## src/rtl/irq_pkg.sv

```systemverilog
package irq_pkg;

  // Trigger codes: bit 1 selects edge, bit 0 selects polarity.
  typedef enum logic [1:0] {
    TRG_LOW  = 2'b00,
    TRG_HIGH = 2'b01,
    TRG_FALL = 2'b10,
    TRG_RISE = 2'b11
  } trig_e;

  // Word addresses of the map.
  localparam logic [7:0] A_ENABLE   = 8'h00;
  localparam logic [7:0] A_MODE_BASE = 8'h04;
  localparam logic [7:0] A_LVL_BASE = 8'h10;
  localparam logic [7:0] A_MASK     = 8'h40;
  localparam logic [7:0] A_CLEAR    = 8'h60;
  localparam logic [7:0] A_SRCSTAT  = 8'h80;
  localparam logic [7:0] A_CURSTAT  = 8'hA0;

  // Field placement.
  localparam int unsigned CLR_GO_BIT   = 8;
  localparam int unsigned CUR_FLAG_BIT = 16;
  localparam int unsigned CUR_LVL_LSB  = 8;
  localparam int unsigned SRC_PER_MODE = 8;
  localparam int unsigned SRC_PER_LVL  = 2;
  localparam int unsigned LVL_BYTE_W   = 8;
  localparam int unsigned WORD_W       = 32;

endpackage

```

## src/rtl/irq_front.sv

```systemverilog
module irq_front
  import irq_pkg::*;
#(
  parameter int unsigned N_SRC       = 16,
  parameter int unsigned SYNC_STAGES = 2,
  localparam int unsigned IDX_W      = $clog2(N_SRC),
  localparam int unsigned LAST       = SYNC_STAGES - 1
) (
  input  logic               clk,
  input  logic               rst_n,
  input  logic [N_SRC-1:0]   src_i,
  input  logic [2*N_SRC-1:0] mode_i,
  input  logic               clr_go_i,
  input  logic [IDX_W-1:0]   clr_idx_i,
  output logic [N_SRC-1:0]   req_o,
  output logic [N_SRC-1:0]   evt_o,
  output logic [N_SRC-1:0]   latch_o
);

  logic [N_SRC-1:0] sync_q [SYNC_STAGES];
  logic [N_SRC-1:0] prev_q;
  logic [N_SRC-1:0] latch_q;
  logic [N_SRC-1:0] latch_nxt;
  logic [N_SRC-1:0] evt;
  logic [N_SRC-1:0] req;

  // Synchronizer chain, first stage.
  always_ff @(posedge clk or negedge rst_n) begin
    if (!rst_n) sync_q[0] <= '0;
    else        sync_q[0] <= src_i;
  end

  // Remaining synchronizer stages.
  for (genvar k = 1; k < SYNC_STAGES; k++) begin : g_sync
    always_ff @(posedge clk or negedge rst_n) begin
      if (!rst_n) sync_q[k] <= '0;
      else        sync_q[k] <= sync_q[k-1];
    end
  end

  // Edge detection, request qualification and sticky-flag next state.
  always_comb begin
    evt       = '0;
    req       = '0;
    latch_nxt = latch_q;
    for (int i = 0; i < N_SRC; i++) begin
      case (trig_e'(mode_i[2*i +: 2]))
        TRG_LOW:  req[i] = ~sync_q[LAST][i];
        TRG_HIGH: req[i] =  sync_q[LAST][i];
        TRG_FALL: begin
          evt[i] = ~sync_q[LAST][i] & prev_q[i];
          req[i] = latch_q[i];
        end
        default: begin
          evt[i] = sync_q[LAST][i] & ~prev_q[i];
          req[i] = latch_q[i];
        end
      endcase
      // A new edge beats a clear issued in the same cycle.
      latch_nxt[i] = evt[i] |
                     (latch_q[i] & ~(clr_go_i && (clr_idx_i == IDX_W'(i))));
    end
  end

  always_ff @(posedge clk or negedge rst_n) begin
    if (!rst_n) begin
      prev_q  <= '0;
      latch_q <= '0;
    end else begin
      prev_q  <= sync_q[LAST];
      latch_q <= latch_nxt;
    end
  end

  assign req_o   = req;
  assign evt_o   = evt;
  assign latch_o = latch_q;

endmodule

```

## src/rtl/irq_regs.sv

```systemverilog
module irq_regs
  import irq_pkg::*;
#(
  parameter int unsigned N_SRC   = 16,
  parameter int unsigned LVL_W   = 3,
  parameter int unsigned ADDR_W  = 8,
  localparam int unsigned IDX_W     = $clog2(N_SRC),
  localparam int unsigned MODE_REGS = N_SRC / SRC_PER_MODE,
  localparam int unsigned LVL_REGS  = N_SRC / SRC_PER_LVL,
  localparam int unsigned MODE_BITS = 2 * SRC_PER_MODE,
  localparam int unsigned LVL_BITS  = SRC_PER_LVL * LVL_BYTE_W
) (
  input  logic                     clk,
  input  logic                     rst_n,
  input  logic                     bus_we,
  input  logic [ADDR_W-1:0]        bus_addr,
  input  logic [WORD_W-1:0]        bus_wdata,
  output logic [WORD_W-1:0]        bus_rdata,
  input  logic [N_SRC-1:0]         req_i,
  input  logic [WORD_W-1:0]        cur_word_i,
  output logic                     en_o,
  output logic [2*N_SRC-1:0]       mode_o,
  output logic [N_SRC*LVL_W-1:0]   lvl_o,
  output logic [LVL_W-1:0]         mask_o,
  output logic                     clr_go_o,
  output logic [IDX_W-1:0]         clr_idx_o
);

  function automatic logic [ADDR_W-1:0] mode_addr(int j);
    return ADDR_W'(int'(A_MODE_BASE) + 4 * j);
  endfunction

  function automatic logic [ADDR_W-1:0] lvl_addr(int k);
    return ADDR_W'(int'(A_LVL_BASE) + 4 * k);
  endfunction

  logic                          en_q, en_nxt, en_we;
  logic [2*N_SRC-1:0]            mode_q, mode_nxt;
  logic                          mode_we;
  logic [N_SRC*LVL_BYTE_W-1:0]   lvlb_q, lvlb_nxt;
  logic                          lvl_we;
  logic [LVL_W-1:0]              mask_q, mask_nxt;
  logic                          mask_we;
  logic                          unused_wbits;

  assign unused_wbits = ^bus_wdata;

  // Write decode and next-state values.
  always_comb begin
    en_we    = bus_we && (bus_addr == ADDR_W'(A_ENABLE));
    en_nxt   = bus_wdata[0];
    mask_we  = bus_we && (bus_addr == ADDR_W'(A_MASK));
    mask_nxt = bus_wdata[LVL_W-1:0];
    mode_we  = 1'b0;
    mode_nxt = mode_q;
    for (int j = 0; j < MODE_REGS; j++) begin
      if (bus_we && (bus_addr == mode_addr(j))) begin
        mode_we = 1'b1;
        mode_nxt[j*MODE_BITS +: MODE_BITS] = bus_wdata[MODE_BITS-1:0];
      end
    end
    lvl_we   = 1'b0;
    lvlb_nxt = lvlb_q;
    for (int k = 0; k < LVL_REGS; k++) begin
      if (bus_we && (bus_addr == lvl_addr(k))) begin
        lvl_we = 1'b1;
        lvlb_nxt[k*LVL_BITS +: LVL_BITS] = bus_wdata[LVL_BITS-1:0];
      end
    end
  end

  // Registers with explicit clock enables.
  always_ff @(posedge clk or negedge rst_n) begin
    if (!rst_n) begin
      en_q   <= 1'b0;
      mode_q <= '0;
      lvlb_q <= '0;
      mask_q <= '0;
    end else begin
      if (en_we)   en_q   <= en_nxt;
      if (mode_we) mode_q <= mode_nxt;
      if (lvl_we)  lvlb_q <= lvlb_nxt;
      if (mask_we) mask_q <= mask_nxt;
    end
  end

  // Edge-clear command is a pulse on the write cycle.
  assign clr_go_o  = bus_we && (bus_addr == ADDR_W'(A_CLEAR)) && bus_wdata[CLR_GO_BIT];
  assign clr_idx_o = bus_wdata[IDX_W-1:0];

  // Effective levels: low bits of each byte.
  always_comb begin
    for (int i = 0; i < N_SRC; i++) begin
      lvl_o[i*LVL_W +: LVL_W] = lvlb_q[i*LVL_BYTE_W +: LVL_W];
    end
  end

  assign en_o   = en_q;
  assign mode_o = mode_q;
  assign mask_o = mask_q;

  // Read multiplexer.
  always_comb begin
    bus_rdata = '0;
    if (bus_addr == ADDR_W'(A_ENABLE))  bus_rdata[0]          = en_q;
    if (bus_addr == ADDR_W'(A_MASK))    bus_rdata[LVL_W-1:0]  = mask_q;
    if (bus_addr == ADDR_W'(A_SRCSTAT)) bus_rdata[N_SRC-1:0]  = req_i;
    if (bus_addr == ADDR_W'(A_CURSTAT)) bus_rdata             = cur_word_i;
    for (int j = 0; j < MODE_REGS; j++) begin
      if (bus_addr == mode_addr(j))
        bus_rdata[MODE_BITS-1:0] = mode_q[j*MODE_BITS +: MODE_BITS];
    end
    for (int k = 0; k < LVL_REGS; k++) begin
      if (bus_addr == lvl_addr(k))
        bus_rdata[LVL_BITS-1:0] = lvlb_q[k*LVL_BITS +: LVL_BITS];
    end
  end

endmodule

```

## src/rtl/irq_arb.sv

```systemverilog
module irq_arb #(
  parameter int unsigned N_SRC = 16,
  parameter int unsigned LVL_W = 3,
  localparam int unsigned IDX_W = $clog2(N_SRC)
) (
  input  logic                   en_i,
  input  logic [N_SRC-1:0]       req_i,
  input  logic [N_SRC*LVL_W-1:0] lvl_i,
  input  logic [LVL_W-1:0]       mask_i,
  output logic                   win_vld_o,
  output logic [IDX_W-1:0]       win_idx_o,
  output logic [LVL_W-1:0]       win_lvl_o
);

  logic [LVL_W-1:0] lv;

  // Scan from the top index down; ">=" lets a lower index take a tie.
  always_comb begin
    win_vld_o = 1'b0;
    win_idx_o = '0;
    win_lvl_o = '0;
    lv        = '0;
    for (int i = N_SRC - 1; i >= 0; i--) begin
      lv = lvl_i[i*LVL_W +: LVL_W];
      if (en_i && req_i[i] && (lv > mask_i) && (!win_vld_o || (lv >= win_lvl_o))) begin
        win_vld_o = 1'b1;
        win_idx_o = IDX_W'(i);
        win_lvl_o = lv;
      end
    end
  end

endmodule

```

## src/rtl/prio_irq_ctrl.sv

```systemverilog
module prio_irq_ctrl
  import irq_pkg::*;
#(
  parameter int unsigned N_SRC       = 16,
  parameter int unsigned LVL_W       = 3,
  parameter int unsigned ADDR_W      = 8,
  parameter int unsigned SYNC_STAGES = 2,
  localparam int unsigned IDX_W      = $clog2(N_SRC)
) (
  input  logic              clk,
  input  logic              rst_n,
  input  logic              bus_we,
  input  logic [ADDR_W-1:0] bus_addr,
  input  logic [31:0]       bus_wdata,
  output logic [31:0]       bus_rdata,
  input  logic [N_SRC-1:0]  irq_src,
  output logic              cpu_irq
);

  logic [1:0]             rst_pipe_q;
  logic                   rst_s_n;
  logic                   en_w;
  logic [2*N_SRC-1:0]     mode_w;
  logic [N_SRC*LVL_W-1:0] lvl_w;
  logic [LVL_W-1:0]       mask_w;
  logic                   clr_go_w;
  logic [IDX_W-1:0]       clr_idx_w;
  logic [N_SRC-1:0]       req_w, evt_w, latch_w;
  logic                   win_vld;
  logic [IDX_W-1:0]       win_idx;
  logic [LVL_W-1:0]       win_lvl;
  logic                   cs_vld_q;
  logic [IDX_W-1:0]       cs_idx_q;
  logic [LVL_W-1:0]       cs_lvl_q;
  logic [WORD_W-1:0]      cur_word;

  // Reset: asserted asynchronously, released on a clock edge.
  always_ff @(posedge clk or negedge rst_n) begin
    if (!rst_n) rst_pipe_q <= '0;
    else        rst_pipe_q <= {rst_pipe_q[0], 1'b1};
  end
  assign rst_s_n = rst_pipe_q[1];

  irq_regs #(
    .N_SRC (N_SRC),
    .LVL_W (LVL_W),
    .ADDR_W(ADDR_W)
  ) u_regs (
    .clk       (clk),
    .rst_n     (rst_s_n),
    .bus_we    (bus_we),
    .bus_addr  (bus_addr),
    .bus_wdata (bus_wdata),
    .bus_rdata (bus_rdata),
    .req_i     (req_w),
    .cur_word_i(cur_word),
    .en_o      (en_w),
    .mode_o    (mode_w),
    .lvl_o     (lvl_w),
    .mask_o    (mask_w),
    .clr_go_o  (clr_go_w),
    .clr_idx_o (clr_idx_w)
  );

  irq_front #(
    .N_SRC      (N_SRC),
    .SYNC_STAGES(SYNC_STAGES)
  ) u_front (
    .clk      (clk),
    .rst_n    (rst_s_n),
    .src_i    (irq_src),
    .mode_i   (mode_w),
    .clr_go_i (clr_go_w),
    .clr_idx_i(clr_idx_w),
    .req_o    (req_w),
    .evt_o    (evt_w),
    .latch_o  (latch_w)
  );

  irq_arb #(
    .N_SRC(N_SRC),
    .LVL_W(LVL_W)
  ) u_arb (
    .en_i     (en_w),
    .req_i    (req_w),
    .lvl_i    (lvl_w),
    .mask_i   (mask_w),
    .win_vld_o(win_vld),
    .win_idx_o(win_idx),
    .win_lvl_o(win_lvl)
  );

  // Current-status register, refreshed every cycle.
  always_ff @(posedge clk or negedge rst_s_n) begin
    if (!rst_s_n) begin
      cs_vld_q <= 1'b0;
      cs_idx_q <= '0;
      cs_lvl_q <= '0;
    end else begin
      cs_vld_q <= win_vld;
      cs_idx_q <= win_idx;
      cs_lvl_q <= win_lvl;
    end
  end

  always_comb begin
    cur_word                         = '0;
    cur_word[CUR_FLAG_BIT]           = ~cs_vld_q;
    cur_word[CUR_LVL_LSB +: LVL_W]   = cs_lvl_q;
    cur_word[IDX_W-1:0]              = cs_idx_q;
  end

  assign cpu_irq = cs_vld_q;

endmodule

```

## config.mk

```make
export PLATFORM = sky130hd
export DESIGN_NAME = prio_irq_ctrl
export DESIGN_NICKNAME = d
export VERILOG_FILES = /design/src/rtl/irq_pkg.sv /design/src/rtl/irq_front.sv /design/src/rtl/irq_regs.sv /design/src/rtl/irq_arb.sv /design/src/rtl/prio_irq_ctrl.sv
export SDC_FILE = /design/constraint.sdc
export NUM_CORES = 1
export LEC_CHECK = 0
export BUFFER_PORTS_ARGS = -buffer_cell sky130_fd_sc_hd__clkbuf_2
export CELL_PAD_IN_SITES_DETAIL_PLACEMENT = 1
export CELL_PAD_IN_SITES_GLOBAL_PLACEMENT = 1
export CORE_MARGIN = 2
export CORE_UTILIZATION = 49
export DETAILED_ROUTE_END_ITERATION = 10
export PLACE_DENSITY = 0.83
export SYNTH_ARGS = -nofsm -noshare
export SYNTH_HDL_FRONTEND = slang
export SYNTH_SLANG_ARGS = --single-unit
```

## constraint.sdc

```tcl
create_clock -name clk -period 9.2 [get_ports clk]
set_input_delay 0.46 -clock clk [delete_from_list [all_inputs] [get_ports clk]]
set_output_delay 0.46 -clock clk [all_outputs]
set_load 0.05 [all_outputs]
```

### Word-level counts from Yosys, hierarchy flattened

Index checks and enable logic that the tools add are counted.
Widths: inputs -> output; s select.

| word-level totals | value |
|---|---|
| register bits after elaboration | 238 |
| latch bits | 0 |
| bits in writable memories | 0 |
| memory bits (read-only) | 0 |
| output and inout bits | 33 |
| memories | 0 |

| cells by class | value |
|---|---|
| $add $sub $neg | 0 |
| $mul | 0 |
| divide/modulo/power cells | 0 |
| order comparisons | 31 |
| equal/unequal tests | 61 |
| shifts and indexed selects | 0 |
| mux-type cells | 104 |
| bitwise gates (word level) | 113 |
| reduce and logical (&&, ||, !) cells | 151 |

Operator list:

| kind | count |
|---|---|
| $mux 16 | 11 |
| $logic_and 1x1->1 | 77 |
| $mux 4 | 16 |
| $pmux 1 s2 | 32 |
| $mux 3 | 17 |
| $not 1->1 | 49 |
| $and 1x1->1 | 48 |
| $gt 3x3->1 | 16 |
| $ge 3x3->1 | 15 |
| $eq 2x1->1 const B | 16 |
| $eq 2x2->1 const B | 16 |
| $eq 4x4->1 const B | 8 |
| $eq 8x5->1 const B | 4 |
| $eq 8x6->1 const B | 4 |
| $logic_not 2->1 | 16 |
| $reduce_or 2->1 | 16 |
| $mux 1 | 27 |
| $reduce_and 2->1 | 10 |
| $mux 17 | 1 |
| $eq 4x3->1 const B | 4 |
| $eq 8x7->1 const B | 2 |
| $eq 8x8->1 const B | 2 |
| $or 1x1->1 | 16 |
| $logic_not 1->1 | 15 |
| 7 further kinds | 22 |

### Depth between registers and ports, before layout

Gate-level depths: netlist (run 1).

| logic depth | value |
|---|---|
| depth after elaboration | 65 |
| mapped depth | 113 |
| gate-level depth less buffers | 109 |

### Cells and area by module

Synthesis (run 1) repeated with hierarchy kept, for this count alone.

| unflattened totals | value |
|---|---|
| cells, all modules | 1453 |
| area total of the unflattened synthesis | 14991.9 sq um |

By module, submodules not included:

| module | instances | cells an instance | area an instance (sq um) | seq. area each (sq um) |
|---|---|---|---|---|
| irq_regs | 1 | 794 | 8906.0 | 4103.9 |
| irq_arb | 1 | 445 | 3321.9 | 0.0 |
| irq_front | 1 | 201 | 2502.4 | 1601.5 |
| prio_irq_ctrl | 1 | 13 | 261.5 | 250.2 |

### Worst setup path before layout (run 1)

OpenSTA, ideal clock, no wires.

| timing | value |
|---|---|
| path type | register -> register |
| from | register u_regs.mask_q[2] (netlist: u_regs.mask_o[2]) |
| to | register cs_idx_q[3] |
| library setup time | 88 ps |
| arrival | 21856 ps |
| setup slack | -12744 ps |
| cell stages (with the launch flop) | 112 |
| period minus slack after synthesis | 21944 ps |
| cells stage by stage | dfrtp_1 > inv_1 > ha_1 > nand3_1 > o21ai_0 > or3_1 > buf_2 > nor2_1 > ha_1 > nand2b_1 > a21o_1 > a21o_1 > a21oi_1 > a22o_1 > ha_1 > nand2b_1 > a21o_1 > a21oi_1 > [... 76 more ...] > a2bb2oi_1 > o21ai_1 > inv_1 > ha_1 > nand2b_1 > a21oi_1 > nor2b_1 > o31ai_1 > nand2b_1 > a21boi_1 > ha_1 > nand2b_1 > a21oi_1 > nor2b_1 > o31ai_1 > and2_1 > and3_1 > nor3b_1 |

| between the ends | value |
|---|---|
| word-level cells in the longest chain between the ends | 63 |

Ends and longest elaborated chain:

| item | line | source |
|---|---|---|
| from (decl) | irq_regs.sv:42 | `logic [LVL_W-1:0] mask_q, mask_nxt;` |
| from (signal assigned) | irq_regs.sv:83 | `if (mask_we) mask_q <= mask_nxt;` |
| $gt 3x3->1 | irq_arb.sv:25 | `if (en_i && req_i[i] && (lv > mask_i) && (!win_vld_o \|\| (lv >= win_lvl_o))) begin` |
| $logic_and 1x1->1 | irq_arb.sv:25 |  |
| $mux 3 / $mux 1 (equally long branches) | irq_arb.sv:25 |  |
| $ge 3x3->1 / $logic_not 1->1 (equally long branches) | irq_arb.sv:25 |  |
| $logic_or 1x1->1 | irq_arb.sv:25 |  |
| $logic_and 1x1->1 | irq_arb.sv:25 |  |
| $mux 3 / $mux 1 (equally long branches) | irq_arb.sv:25 |  |
| $ge 3x3->1 / $logic_not 1->1 (equally long branches) | irq_arb.sv:25 |  |
| [... 48 more ...] | -- |  |
| $logic_or 1x1->1 | irq_arb.sv:25 |  |
| $logic_and 1x1->1 | irq_arb.sv:25 |  |
| $mux 3 / $mux 1 (equally long branches) | irq_arb.sv:25 |  |
| $ge 3x3->1 / $logic_not 1->1 (equally long branches) | irq_arb.sv:25 |  |
| $logic_or 1x1->1 | irq_arb.sv:25 |  |
| $logic_and 1x1->1 | irq_arb.sv:25 |  |
| $mux 4 * | irq_arb.sv:25 |  |
| net u_arb.win_idx_o[3] | irq_arb.sv:11 | `output logic [IDX_W-1:0] win_idx_o,` |
| to (signal assigned) | prio_irq_ctrl.sv:101 | `cs_idx_q <= win_idx;` |
| to (decl) | prio_irq_ctrl.sv:33 | `logic [IDX_W-1:0] cs_idx_q;` |

The timed path passes the listed nets; every way through them passes the cells marked *.
A chain may end at the register's enable or synchronous reset.

### Worst setup path in the final report (run 1)

| timing | value |
|---|---|
| from | register u_regs.mask_q[1] (netlist: u_regs.mask_o[1]) |
| to | register cs_idx_q[3] |

Same word-level chain as after synthesis.

==> reports/results.tsv, run 1 <==
stage	metric	value	unit
run_status	status	finished with violations	
run_status	failing checks	setup timing	
flow_run	# Max-Cap Violations	0	
power	Psw	0.746	mW
cts	total clock sinks	238	
power	Tot Pwr	2.68	mW
timing	min Tclk post-route	20080	ps
timing	hold slack	12.2	ps
logic_synthesis	Synth area leader	dfrtp_1	
timing	crit share post-route	218	%
power	peak supply drop	0.182	mV
final_layout	Fill cells	2809	
logic_synthesis	Async SR Flop Fraction	100	%
die	core area	26800	µm²
drt	top sig layer	met4	
setup_path	Setup crit end kind	register	
timing	worst slew pin tran	1110	ps
timing	fin. max-slew vios	0	
die	chip width	169	µm
power	PD cells	157	nW/µm²
place	Area after DPL	15500	µm²
die	FP Rows	60	
timing	final setup fails	7	
power	leak pwr	8.32	nW
final_layout	final instance area	17100	µm²
setup_path	Setup Crit Path Kind	reg2reg	
cts	CTS tree	built	
timing	Worst Clk Skew	30.0	ps
power	switching part of the total	27.8	%
timing	fmax	49.8	MHz
drt	Detailed Routing Iterations Pass 1	6	
logic_synthesis	Seq/Total Area, Yosys	44.9	%
final_layout	area of the multi-input gates	7460	µm²
drt	via count	12500	
final_layout	Final Net Count	1654	
logic_synthesis	Synth top area share	44.9	%
place	port buffer count	60	
drt	final wirelength	54600	µm
die	die span in y	169	µm
cts	maximum clock path buffer count	3	
global_route	GRT Total Usage	38.1	%
logic_synthesis	Commonest cells post-synth	dfrtp_1, mux2_2, nand2_1	
logic_synthesis	top-count cell post-synth	dfrtp_1	
cts	clock buffer count from CTS	26	
power	Flop pwr share	43.9	%
setup_path	crit path max fanout	6	
global_route	wire length of the first global-routing pass	81900	µm
die	I/O pin total	92	
logic_synthesis	Post-Syn Area	13300	µm²
timing	relative slew slack	25.7	%
logic_synthesis	Synth Register Bits	238	
drt	initial DRC count	1100	
place	global placer's final weighted congestion	0.904	
cts	Worst-Skew Late Latency	560	ps
logic_synthesis	Area contributors post-synth	dfrtp_1, mux2_2, ha_1, nand2_1, a221oi_1	
setup_path	Worst path max stage delay	400	ps
logic_synthesis	mean area per synthesized cell	10.8	µm²
global_route	total grt overflow	0	
setup_path	Worst setup SP type	register	
setup_path	CP max-delay cell	dfrtp_1	
hold_path	Hold WC Path Type	in2reg	
global_route	largest net degree at the start of global routing	163	
power	Logic pwr share	14.7	%
drt	DRC Markers	0	
timing	Final Hold Fails	0	
die	effective utilization at floorplan	49.5	%
power	Internal	1.94	mW
logic_synthesis	synth warn	0	
setup_path	WP data required	9660	ps
cts	clock slew at reported path FFs	60	ps
power	Clk pwr share	41.4	%
cts	Clock Root Buffer	clkbuf_16	
drt	DRT antenna net count	0	
cts	H-tree depth	1	
drt	met2 routed WL	26700	µm
drt	DR vias/cell	6.67	
final_layout	post-layout util	63.7	%
drt	met1 WL	18700	µm
drt	drt wl/cell	29.2	µm
final_layout	FF+latch area	5960	µm²
logic_synthesis	Main synth FF type	dfrtp_1	
logic_synthesis	Cells after Synth	1232	
timing	worst setup margin	-10880	ps
logic_synthesis	Distinct cells, synth	66	
place	hpwl dp	33700	µm
setup_path	crit path DAT	20530	ps
timing	RSZ-0062 raised after global routing	true	
global_route	initial antenna violation count	2	
place	Placement Setup Slack	-10720	ps
logic_synthesis	number of flops mapped to enable cells by yosys	0	
final_layout	share of cells above drive strength 1	39.4	%
drt	Met3 Routed Length	4330	µm
die	DIE AREA	28400	µm²
global_route	vias in the first global route	13800	
final_layout	Area Growth Syn to Fin	28.7	%
cell families after synthesis:
kind of cell	share of synthesized area [%]
flops	44.9
other cells	0.0566
fa+ha+maj	8.36
xor+xnor	1.06
buf+inv	3.48
compound gates	15.0
mux	15.5
simple gates	11.6
placed cells by master, fill, tap and decap left out, drive strengths merged, types with 20 or more instances in the layout:
master    n
a21o     20
a21oi    46
a221oi   34
a22o     34
a22oi    25
buf     234
clkbuf   96
dfrtp   238
ha       87
inv      38
mux2    172
nand2    94
nand3    45
nor2     74
nor3     22
o21ai    44
worst max-delay path: cells and delay by family, from the launching register on:
kind | cells | cell delay, ps
AOI/OAI and AO/OA | 44 | 7710
and+or+nand+nor | 33 | 4210
DFF | 1 | 400
buffers and inverters | 8 | 1170
muxes | 6 | 1910
adders and majority gates | 17 | 4510
worst paths after layout:
kind,from,endpoint,slack (ps),cells past startpoint
worst min-delay path,irq_src[1],u_front.sync_q[17],10,1
max in group asynchronous,rst_pipe_q[1],u_regs.lvlb_q[29],7240,1
worst min register to register,u_front.sync_q[23],u_front.sync_q[7],350,0
worst max-delay path,u_regs.mask_o[1],cs_idx_q[3],-10880,108
min in group asynchronous,rst_n,rst_pipe_q[0],260,2
worst max register to register,u_regs.mask_o[1],cs_idx_q[3],-10880,108
layout make-up:
cell class / count / area share [%]
Inverter: 40 / 0.924
Clock inverter: 11 / 0.931
Antenna cell: 2 / 0.0293
Timing Repair Buffer: 301 / 12.6
Sequential cell: 238 / 34.9
Clock buffer: 36 / 4.38
Tap cell: 341 / 2.50
Multi-Input combinational cell: 901 / 43.7
flip-flops by register name (all words and copies together), names as in the netlist:
register and flops:
u_regs.lvlb_q 128, u_front.sync_q 32, u_regs.mode_o 32, u_front.latch_o 16, u_front.prev_q 16, cs_idx_q 4
cs_lvl_q 3, u_regs.mask_o 3, rst_pipe_q 2, cpu_irq 1, u_regs.en_o 1
what timing repair did:
item	in CTS	in global routing
hold endpoints to repair	7	1
buffers inserted	37	10
endpoints found under the setup margin	7	7
pin swaps	34	21
resized for setup	22	23
hold buffers	6	1
power groups by stage:
stage	logic (mW)	clock network (mW)	registers [mW]
after floorplan	0.199	0	1.19
after global placement	0.321	0	1.18
after detailed placement	0.343	0	1.19
after CTS	0.372	1.12	1.17
after global routing	0.415	1.15	1.18
final	0.393	1.11	1.18
metal layers:
layer | up-vias | GRT usage, %
met4 | 0 | 28.1
met5 | - | 0
met1 | 6266 | 41.4
met3 | 334 | 7.95
met2 | 787 | 66.1
li1 | 5084 | -
stage by stage:
stage                     cells  TNS, ps
final                      1870   -75660
after global routing       1868   -80430
after CTS                  1857   -72020
after detailed placement   1769   -74690
after global placement     1769   -67440
after floorplan            1246   -72650
Note: power is estimated with default switching activity, not from simulation.
==> run 2: changes to the inputs <==
Settings changed: TNS_END_PERCENT set to 50.
==> run 2 against run 1 <==
Effect of this change:
- the run still ends with setup timing left
- global-route usage rose by 1.2 points
- via count down 0.21%
- power is 1.8% higher
- critical endpoint is now cs_lvl_q[0]
==> reports/results.tsv, run 2 (synthesis results as in run 1) <==
stage	metric	value	unit	change
run_status	status	finished with violations		
run_status	failing checks	setup timing		
timing	worst slew pin tran	1210	ps	+98.2 ps
drt	drt wl/cell	30.4	µm	+4.1%
place	Area after DPL	15500	µm²	about the same
cts	H-tree depth	1		unchanged
timing	fmax	48.8	MHz	-2.1%
final_layout	Final Non-Filler Cells	1855		-0.80%
timing	Setup Total Neg Slack	-78720	ps	-3070 ps
die	effective utilization at floorplan	49.5	%	unchanged
global_route	initial antenna violation count	2		unchanged
die	I/O pin total	92		unchanged
setup_path	WP data required	9620	ps	-40 ps
flow_run	# Max-Cap Violations	0		unchanged
setup_path	CP max-delay cell	a222oi_1		
drt	DRC Markers	0		unchanged
power	leak pwr	8.27	nW	-0.56%
cts	Clock Root Buffer	clkbuf_16		
die	chip width	169	µm	unchanged
final_layout	final instance area	17000	µm²	-0.18%
hold_path	Hold WC Path Type	in2reg		
drt	Detailed Routing Iterations Pass 1	5		-1
drt	DRT antenna net count	0		unchanged
place	global placer's final weighted congestion	0.908		+0.44%
global_route	largest net degree at the start of global routing	168		+3.1%
cts	maximum clock path buffer count	3		unchanged
die	DIE AREA	28400	µm²	unchanged
cts	clock slew at reported path FFs	70	ps	about the same
final_layout	most common cell after layout, fill and taps aside	dfrtp_1		
timing	min Tclk post-route	20510	ps	+433 ps
power	peak supply drop	0.180	mV	-1.2%
final_layout	Reg with most FFs	u_regs.lvlb_q		
setup_path	CP top delay family	compound AO/OA/AOI/OAI gates		
timing	hold slack	10.8	ps	-1.44 ps
drt	via count	12400		-0.21%
drt	DR vias/cell	6.71		+0.60%
die	core area	26800	µm²	unchanged
final_layout	most frequent cells in the layout	dfrtp_1, buf_4, mux2_2		
final_layout	Area Growth Syn to Fin	28.4	%	
global_route	vias in the first global route	13900		+0.70%
timing	worst setup margin	-11310	ps	-433 ps
timing	Worst Clk Skew	19.7	ps	-10.3 ps
die	FP Rows	60		unchanged
setup_path	Worst path max stage delay	500	ps	+100 ps
global_route	GRT Total Usage	39.3	%	+1.2 points
setup_path	setup slack, reg-to-reg	-11310	ps	-430 ps
drt	final wirelength	56400	µm	+3.2%
drt	initial DRC count	1023		-7.0%
cts	clock buffer count from CTS	26		unchanged
timing	crit share post-route	223	%	+4.7 points
setup_path	Setup crit end kind	register		
setup_path	Setup Crit Path Kind	reg2reg		
cts	total clock sinks	238		unchanged
power	PD cells	160	nW/µm²	+2.0%
die	die span in y	169	µm	unchanged
timing	Final Hold Fails	0		unchanged
place	hpwl dp	34300	µm	+1.7%
setup_path	WP buf/inv	7		-1
final_layout	share of cells above drive strength 1	39.6	%	+0.17 points
power	Tot Pwr	2.73	mW	+1.8%
global_route	wire length of the first global-routing pass	83800	µm	+2.4%
place	placed cells	1771		+0.11%
global_route	total grt overflow	0		unchanged
cts	CTS tree	built		
cts	Worst-Skew Late Latency	560	ps	about the same
setup_path	crit path DAT	20930	ps	+400 ps
place	port buffer count	60		unchanged
timing	RSZ-0062 raised after global routing	true		
timing	fin. max-slew vios	0		unchanged
setup_path	crit path max fanout	5		-1
setup_path	Worst setup SP type	register		
final_layout	max reg flops	128		unchanged
final_layout	Final Net Count	1641		-0.79%
timing	final setup fails	7		unchanged
setup_path	Top cell by count, worst path	nand2b_4		
timing	relative slew slack	19.1	%	-6.6 points
-- run 2: cell count changes in the layout (fill, tap and decap cells not counted), sizes merged --
| cell | previous run | this run |
|---|---|---|
| buf | 234 | 227 |
| dlygate4sd3 | 7 | 1 |
| clkinv | 8 | 5 |
| bufinv | 3 | 4 |
| clkinvlp | 2 | 3 |
| diode | 2 | 1 |
-- run 2: cell type report --
| type | instances | area, µm² |
|---|---|---|
| Clock buffer | 36 | 748 |
| Fill cell | 2783 | 9770 |
| Clock inverter | 10 | 168 |
| Antenna cell | 1 | 2.50 |
| Sequential cell | 238 | 5960 |
| Timing Repair Buffer | 288 | 2030 |
| Multi-Input combinational cell | 901 | 7540 |
| Tap cell | 341 | 427 |
| Inverter | 40 | 158 |
-- run 2: path summary, 6_finish.rpt --
| check | start | end | cells past startpoint |
|---|---|---|---|
| hold / removal | irq_src[13] | u_front.sync_q[29] | 1 |
| setup / recovery | u_regs.mask_o[1] | cs_lvl_q[0] | 106 |
| min in group asynchronous | rst_n | rst_pipe_q[1] | 2 |
| max in group asynchronous | rst_pipe_q[1] | u_regs.lvlb_q[40] | 1 |
| hold reg to reg | u_front.sync_q[16] | u_front.sync_q[0] | 0 |
| setup reg to reg | u_regs.mask_o[1] | cs_lvl_q[0] | 106 |
-- run 2: routing by layer --
| layer | global-route usage (%) | vias to the layer above | part of all wire [%] |
|---|---|---|---|
| met5 | 0 | - | 0 |
| met4 | 29.0 | 0 | 8.6 |
| met3 | 9.52 | 356 | 7.9 |
| met2 | 67.0 | 762 | 49 |
| met1 | 42.6 | 6272 | 35 |
| li1 | - | 5055 | - |
-- run 2: power breakdown --
part	leakage [nW]	internal (mW)	switching, mW	total (mW)
clock	0.448	0.680	0.467	1.15
combinational	4.67	0.171	0.233	0.404
sequential	3.15	1.11	0.0684	1.18
total	8.27	1.96	0.768	2.73
-- run 2: what timing repair did --
| item | CTS | global route |
|---|---|---|
| resized for setup | 40 | 19 |
| hold buffers | 1 | 0 |
| hold endpoints to repair | 2 | 0 |
| buffers inserted | 24 | 13 |
| pin swaps | 51 | 19 |
| setup endpoints to repair | 7 | 7 |
-- run 2: through the flow --
step / worst slack (ps) / util [%]
finish: -11310 / 63.6
global route: -11940 / 63.5
CTS: -10250 / 62.8
detailed placement: -10720 / 57.9
global placement: -9640 / 57.9
floorplan: -10580 / -
